## src/rtl/rps_pkg.sv

```systemverilog
package rps_pkg;
  typedef enum logic [1:0] {
    PH_RST  = 2'd0,
    PH_SMP  = 2'd1,
    PH_CONV = 2'd2
  } phase_t;
endpackage

```

## src/rtl/rps_slot_timer.sv

```systemverilog
module rps_slot_timer
  import rps_pkg::*;
#(
  parameter int RST_CYC  = 4,
  parameter int SMP_CYC  = 4,
  parameter int CONV_CYC = 12,
  parameter int NCOL     = 16,
  parameter int CW       = 4,
  parameter int COLW     = 4
) (
  input  logic            clk,
  input  logic            clr,
  input  logic            adv,
  output phase_t          phase,
  output logic [CW-1:0]   cyc,
  output logic [COLW-1:0] slot,
  output logic            row_end
);
  localparam logic [CW-1:0]   RST_LAST  = CW'(RST_CYC - 1);
  localparam logic [CW-1:0]   SMP_LAST  = CW'(SMP_CYC - 1);
  localparam logic [CW-1:0]   CONV_LAST = CW'(CONV_CYC - 1);
  localparam logic [COLW-1:0] COL_LAST  = COLW'(NCOL - 1);

  logic slot_done;

  always_comb begin
    unique case (phase)
      PH_RST:  slot_done = (cyc == RST_LAST);
      PH_SMP:  slot_done = (cyc == SMP_LAST);
      default: slot_done = (cyc == CONV_LAST);
    endcase
  end

  assign row_end = adv && (phase == PH_CONV) && slot_done && (slot == COL_LAST);

  always_ff @(posedge clk) begin
    if (clr) begin
      phase <= PH_RST;
      cyc   <= '0;
      slot  <= '0;
    end else if (adv) begin
      if (!slot_done) begin
        cyc <= cyc + 1'b1;
      end else begin
        cyc <= '0;
        unique case (phase)
          PH_RST: phase <= PH_SMP;
          PH_SMP: begin
            phase <= PH_CONV;
            slot  <= '0;
          end
          default: begin
            if (slot == COL_LAST) begin
              phase <= PH_RST;
              slot  <= '0;
            end else begin
              slot <= slot + 1'b1;
            end
          end
        endcase
      end
    end
  end
endmodule

```

## src/rtl/rps_row_tracker.sv

```systemverilog
module rps_row_tracker #(
  parameter int NROW = 120,
  parameter int ROWW = 7
) (
  input  logic            clk,
  input  logic            clr,
  input  logic            row_end,
  output logic [ROWW-1:0] row
);
  localparam logic [ROWW-1:0] ROW_LAST = ROWW'(NROW - 1);

  always_ff @(posedge clk) begin
    if (clr) begin
      row <= '0;
    end else if (row_end) begin
      row <= (row == ROW_LAST) ? '0 : row + 1'b1;
    end
  end
endmodule

```

## src/rtl/rps_col_mapper.sv

```systemverilog
module rps_col_mapper #(
  parameter int NCOL = 16,
  parameter int COLW = 4,
  parameter bit ALTERNATE = 1'b1
) (
  input  logic [COLW-1:0] slot,
  input  logic            desc,
  output logic [COLW-1:0] col
);
  localparam logic [COLW-1:0] COL_LAST = COLW'(NCOL - 1);

  generate
    if (ALTERNATE) begin : g_alt
      assign col = desc ? (COL_LAST - slot) : slot;
    end else begin : g_fixed
      logic unused_desc;
      assign unused_desc = desc;
      assign col = slot;
    end
  endgenerate
endmodule

```

## src/rtl/row_phase_seq.sv

```systemverilog
module row_phase_seq
  import rps_pkg::*;
#(
  parameter int RST_CYC  = 4,
  parameter int SMP_CYC  = 4,
  parameter int CONV_CYC = 12,
  parameter int NCOL     = 16,
  parameter int NROW     = 120,
  localparam int MAXC    = (RST_CYC > SMP_CYC) ?
                           ((RST_CYC > CONV_CYC) ? RST_CYC : CONV_CYC) :
                           ((SMP_CYC > CONV_CYC) ? SMP_CYC : CONV_CYC),
  localparam int CW      = $clog2(MAXC + 1),
  localparam int COLW    = (NCOL > 1) ? $clog2(NCOL) : 1,
  localparam int ROWW    = (NROW > 1) ? $clog2(NROW) : 1
) (
  input  logic            clk,
  input  logic            rst,
  input  logic            en,
  output logic            pix_rst_o,
  output logic            pix_smp_o,
  output logic            bias_hi_o,
  output logic [ROWW-1:0] row_o,
  output logic            scan_desc_o,
  output logic            conv_go_o,
  output logic [COLW-1:0] col_o,
  output logic            full_conv_o,
  output logic            frame_go_o
);
  logic            clr;
  logic            live;
  phase_t          phase;
  logic [CW-1:0]   cyc;
  logic [COLW-1:0] slot;
  logic            row_end;
  logic [ROWW-1:0] row;
  logic [COLW-1:0] col;
  logic            desc;
  logic            in_conv;
  logic            go_now;

  assign clr = rst | ~en;

  rps_slot_timer #(
    .RST_CYC(RST_CYC), .SMP_CYC(SMP_CYC), .CONV_CYC(CONV_CYC),
    .NCOL(NCOL), .CW(CW), .COLW(COLW)
  ) u_timer (
    .clk(clk), .clr(clr), .adv(live),
    .phase(phase), .cyc(cyc), .slot(slot), .row_end(row_end)
  );

  rps_row_tracker #(.NROW(NROW), .ROWW(ROWW)) u_rows (
    .clk(clk), .clr(clr), .row_end(row_end), .row(row)
  );

  assign desc = row[0];

  rps_col_mapper #(.NCOL(NCOL), .COLW(COLW), .ALTERNATE(1'b1)) u_cols (
    .slot(slot), .desc(desc), .col(col)
  );

  assign in_conv = (phase == PH_CONV);
  assign go_now  = in_conv && (cyc == '0);

  always_ff @(posedge clk) begin
    if (clr) begin
      live        <= 1'b0;
      pix_rst_o   <= 1'b0;
      pix_smp_o   <= 1'b0;
      bias_hi_o   <= 1'b0;
      row_o       <= '0;
      scan_desc_o <= 1'b0;
      conv_go_o   <= 1'b0;
      col_o       <= '0;
      full_conv_o <= 1'b0;
      frame_go_o  <= 1'b0;
    end else begin
      live        <= 1'b1;
      pix_rst_o   <= live && (phase == PH_RST);
      pix_smp_o   <= live && (phase == PH_SMP);
      bias_hi_o   <= live && in_conv;
      row_o       <= row;
      scan_desc_o <= desc;
      conv_go_o   <= live && go_now;
      col_o       <= (live && in_conv) ? col : '0;
      full_conv_o <= live && go_now && (row == '0) && (slot == '0);
      frame_go_o  <= live && (phase == PH_RST) && (cyc == '0) && (row == '0);
    end
  end
endmodule

```

## config.mk

```make
export PLATFORM = sky130hd
export DESIGN_NAME = row_phase_seq
export DESIGN_NICKNAME = d
export VERILOG_FILES = /design/src/rtl/rps_pkg.sv /design/src/rtl/rps_slot_timer.sv /design/src/rtl/rps_row_tracker.sv /design/src/rtl/rps_col_mapper.sv /design/src/rtl/row_phase_seq.sv
export SDC_FILE = /design/constraint.sdc
export NUM_CORES = 1
export LEC_CHECK = 0
export BUFFER_PORTS_ARGS = -buffer_cell sky130_fd_sc_hd__clkbuf_2
export CORE_UTILIZATION = 26
export DETAILED_ROUTE_END_ITERATION = 10
export GPL_TIMING_DRIVEN = 1
export PLACE_DENSITY = 0.41
export SLEW_MARGIN = 20
export SYNTH_ARGS = -nofsm -noshare
export SYNTH_HDL_FRONTEND = slang
export SYNTH_SLANG_ARGS = --single-unit
```

## constraint.sdc

```tcl
create_clock -name clk -period 1.7 [get_ports clk]
set_input_delay 0.255 -clock clk [delete_from_list [all_inputs] [get_ports clk]]
set_output_delay 0.255 -clock clk [all_outputs]
set_load 0.01 [all_outputs]
```

Word level (Yosys, flattened, before mapping). Cells that the tools add are included.

Logic and storage cells: 57. Register bits: 36. Input bits: 3.

Multiplexer cells: 9. Bitwise gates (word level): 4. Equal/unequal tests: 6. Add/sub/neg operators: 4. Reduce and logical (&&, ||, !) cells: 20.

Operators with widths (count): two-way mux 4 bit (3); logical AND 1 bit (11); adder 4 x 1 -> 4 bit (second input constant) (2); equality test 4 bit (second input constant) (2); zero test 4 bit (2); case mux 4 bit (2 select lines) (1); adder 7 x 1 -> 7 bit (second input constant) (1); equality test 7 bit (second input constant) (1); zero test 7 bit (1); two-way mux 7 bit (1); AND reduction 3 bit (2); equality test 4 x 2 -> 1 bit (second input constant) (1); case mux 2 bit (2 select lines) (1); OR reduction 2 bit (2); subtractor 4 bit (first input constant) (1); inverter 1 bit (3); nonzero test 3 bit (1); equality test 2 x 1 -> 1 bit (second input constant) (1); equality test 2 bit (second input constant) (1); zero test 2 bit (1); two-way mux 1 bit (2); two-way mux 2 bit (1); bitwise OR 1 bit (1).

Logic depth before layout (Yosys ltp).
Word-level depth: 5. Gate-level depth with buffers: 6. Mapped depth without buffers: 5.

By module. From an unflattened synthesis, not the netlist that was laid out.

Cells, all modules: 146. Area, all modules: 1456.4 um^2.

By module, submodules not included: row_phase_seq (times used 1, area an instance 559.3 um^2, cells an instance 46, seq. area each 360.3 um^2); rps_slot_timer (times used 1, area an instance 540.5 um^2, cells an instance 61, seq. area each 200.2 um^2); rps_row_tracker (times used 1, area an instance 321.6 um^2, cells an instance 35, seq. area each 140.1 um^2); rps_col_mapper (times used 1, area an instance 35.0 um^2, cells an instance 4, seq. area each 0.0 um^2).

Worst setup path after synthesis. OpenSTA, ideal clock, no wires.

Path kind: flip-flop to flip-flop. From: register u_timer.slot[0]. To: register u_rows.row[2]. Period minus slack after synthesis: 1.707 ns. Data required time: 1.629 ns. Slack: -0.007 ns. Setup time: 0.071 ns. Stages on the path, launching flop included: 6. Arrival time: 1.636 ns. Cells stage by stage: dfxtp_1 -> ha_1 -> nand3_1 -> or4_4 -> or3_1 -> a21oi_1.

Cells in the longest elaborated chain, start to end: 2.

Ends and longest elaborated chain: start, declared (RTL line rps_slot_timer.sv:16) `output logic [COLW-1:0] slot,`; start signal, assigned (RTL line rps_slot_timer.sv:57) `slot <= slot + 1'b1;`; equality test 4 bit (RTL line rps_slot_timer.sv:34) `assign row_end = adv && (phase == PH_CONV) && slot_done && (slot == COL_LAST);`; logical AND 1 bit (RTL line rps_slot_timer.sv:34); end signal, assigned (RTL line rps_row_tracker.sv:16) `row <= (row == ROW_LAST) ? '0 : row + 1'b1;`; end, declared (RTL line rps_row_tracker.sv:8) `output logic [ROWW-1:0] row`.

Every way passes these cells. A chain may end at the register's enable or synchronous reset.

Worst setup path in the final report.
From: register u_timer.slot[1]. To: register u_rows.row[2].

Same word-level chain as after synthesis.

==> impl_metrics.json <==
{
  "yosysTopAreaCell": "dfxtp_1",
  "grt_max_degree": 15,
  "start_util": 0.274,
  "tightest_slew_ns": 0.515,
  "routed_wl_um": 3470,
  "drtAntennaViolNets": 0,
  "vias": 1272,
  "io_pins": 21,
  "coreArea_mm2": 0.00557,
  "synth_area_mm2": 0.00153,
  "cts_made_buffers": 5,
  "remaining_drc_errors": 0,
  "drive_above_1_share": 0.340,
  "synth-edff-count": 0,
  "multiInputGateArea_um2": 776,
  "port-buffer-count": 20,
  "hpwlAfterDp_um": 2590,
  "dieHeight_um": 78.6,
  "hold_path_end": "live$_DFF_P_",
  "period_share": 0.954,
  "h-tree-depth": 2,
  "syn_inst": 166,
  "ys_top_cells_by_count": "dfxtp_1 (35), nor2_1 (19), nand2_1 (12)",
  "grt_pass1_wl_um": 5750,
  "cts_sinks": 35,
  "hp-start": "en",
  "grt_pass1_vias": 1218,
  "total_power_w": 0.00152,
  "min_period_ns": 1.62,
  "syn_nets": 175,
  "setup_ws_ns": 0.0776,
  "gp_congestion": 0.813,
  "p_per_area_mw_per_mm2": 761,
  "ys_ff_latch": 35,
  "ys_warn_count": 0,
  "track_usage": 0.121,
  "status": "completed",
  "syn_to_final_growth_pct": 30.8,
  "num_rows": 27,
  "clk_transition_reported_paths_ns": 0.07,
  "whs_ns": 0.308,
  "finalSetupViolCount": 0,
  "num_antenna_cells": 0,
  "drtPass1Iterations": 4,
  "cts_tree": "built",
  "synthTopCellsByArea": "dfxtp_1 (46%), ha_1 (4.9%), nor2_1 (4.7%)",
  "required_ns": 1.92,
  "clock_path_buffers": 2,
  "wl_per_cell_um": 12.5,
  "critPathMaxFanout": 3,
  "finClkSkew_ns": 0.00399,
  "p_leak_nw": 0.778,
  "fillers": 590,
  "yosysSeqAreaShare": 0.459,
  "startpoint_type": "flop",
  "die_w_um": 78.6,
  "min_path_type": "input port to flop",
  "cp_data_arrival_time_ns": 1.84,
  "timing.rr.end": "u_rows.row[2]$_SDFFE_PN0P_",
  "hold_viol": 0,
  "insertion_delay_ns": 0.28,
  "slew_violations": 0,
  "crit_type": "flop to flop",
  "antenna_found_initial": 0,
  "regToRegSetupSlack_ns": 0.08,
  "endpoint_kind": "flop",
  "reg2reg_from": "u_timer.slot[1]$_SDFFE_PN0P_",
  "reg2regPathDepth": 5,
  "maxCapViolCount": 0,
  "drt_iter0_drc": 82,
  "synth_top_area_frac": 0.459,
  "min_path_cells": 3,
  "regArea_um2": 711,
  "max_freq_mhz": 616,
  "dieArea_mm2": 0.00618,
  "postCtsHoldBufs": 0,
  "overflow": 0,
  "synthFlopType": "dfxtp_1",
  "synth_cell_types": 41,
  "max_slew_margin": 0.654,
  "vias_per_cell": 4.58,
  "vdd_drop_max_mv": 0.233,
  "syn_avg_cell_area_um2": 9.19,
  "final_util": 0.358,
  "final_net_count": 214,
  "yosysMostFrequentCell": "dfxtp_1",
  "cts_root_buf": "clkbuf_8",
  "place_area_mm2": 0.00180,
  "synthArstFlopShare": 0,
  "pre_cts_ws_ns": -0.0366,
  "final_cell_area_mm2": 0.00199
}
state kept, by name, summed over array words and instances (netlist names), 2 cells and up:
name,cells
u_rows.row,7
row_o,7
u_timer.slot,4
col_o,4
u_timer.cyc,4
u_timer.phase,2
kinds of logic (layout without fill, tap and decap cells):
| logic type | count (synthesis) | after routing | share of synthesized area |
|---|---|---|---|
| and+or+nand+nor | 73 | 73 | 0.275 |
| DFF | 35 | 35 | 0.459 |
| muxes | 2 | 2 | 0.0131 |
| buffers and inverters | 22 | 62 | 0.0722 |
| adders and majority gates | 6 | 6 | 0.0492 |
| AOI/OAI and AO/OA | 18 | 18 | 0.0738 |
| xor gates and xnor gates | 10 | 10 | 0.0574 |
worst max-delay path, stage by stage, from the launching register on:
cell and delay (ns):
dfxtp_2 0.35, ha_4 0.14, nand3_2 0.10, or4_4 0.51, or3_1 0.32, a21oi_1 0.14
how the worst max path moves through the flow:
stage                             startpoint                    endpoint  slack (ns)
2_1_floorplan   u_timer.slot[0]$_SDFFE_PN0P_  u_rows.row[2]$_SDFFE_PN0P_       0.001
3_3_place_gp     u_timer.cyc[0]$_SDFFE_PN0P_  u_rows.row[2]$_SDFFE_PN0P_        0.07
3_5_place_dp   u_timer.phase[1]$_SDFFE_PN0P_  u_rows.row[6]$_SDFFE_PN0P_       -0.04
4_1_cts          u_timer.cyc[1]$_SDFFE_PN0P_  u_rows.row[6]$_SDFFE_PN0P_        0.01
5_1_grt           u_rows.row[1]$_SDFFE_PN0P_  u_rows.row[6]$_SDFFE_PN0P_       -0.02
6_report        u_timer.slot[1]$_SDFFE_PN0P_  u_rows.row[2]$_SDFFE_PN0P_        0.08
layout by cell type (no fill, tap or decap), types with 2 or more instances in the layout:
master,count
mux2i_1,2
nand2_1,12
dfxtp_2,5
nor4_1,4
xnor2_1,7
clkbuf_2,20
nor3_1,5
o21ai_1,3
nand3b_1,2
nand4_1,4
ha_1,4
a21oi_1,7
or3_1,3
ha_4,2
xor2_1,3
nand3_1,4
nor2_1,19
inv_2,2
buf_4,24
clkbuf_8,7
dfxtp_1,29
nor4b_1,2
nor4_4,2
nand2b_1,2
and2_1,5
inv_1,8
through the flow:
stage          instances  TNS (ns)
2_1_floorplan        166         0
3_3_place_gp         267         0
3_5_place_dp         267   -0.0366
4_1_cts              275         0
5_1_grt              278   -0.0169
6_report             278         0
metal layers:
layer / GRT usage / vias up / part of all wire
li1: - / 636 / -
met1: 0.142 / 615 / 0.46
met2: 0.209 / 15 / 0.50
met3: 0.0314 / 6 / 0.029
met4: 0.0500 / 0 / 0.015
met5: 0 / - / 0
where the power goes:
part / switching [W] / internal (W)
logic: 0.0000213 / 0.0000125
registers: 0.00000270 / 0.000822
clock network: 0.000290 / 0.000370
area by class of cell:
cell class / count / share of cell area
flip-flops and latches: 35 / 0.356
clock buffers: 8 / 0.0502
inverters: 10 / 0.0188
multi-input cells: 109 / 0.389
well taps: 72 / 0.0452
repair buffers: 44 / 0.141
what timing repair did:
item,CTS,global route
hold endpoints to repair,0,0
setup endpoints to repair,1,9
pin swaps,2,5
gates resized for setup,3,13
setup buffers,0,3
(Power assumes the default switching activity.)
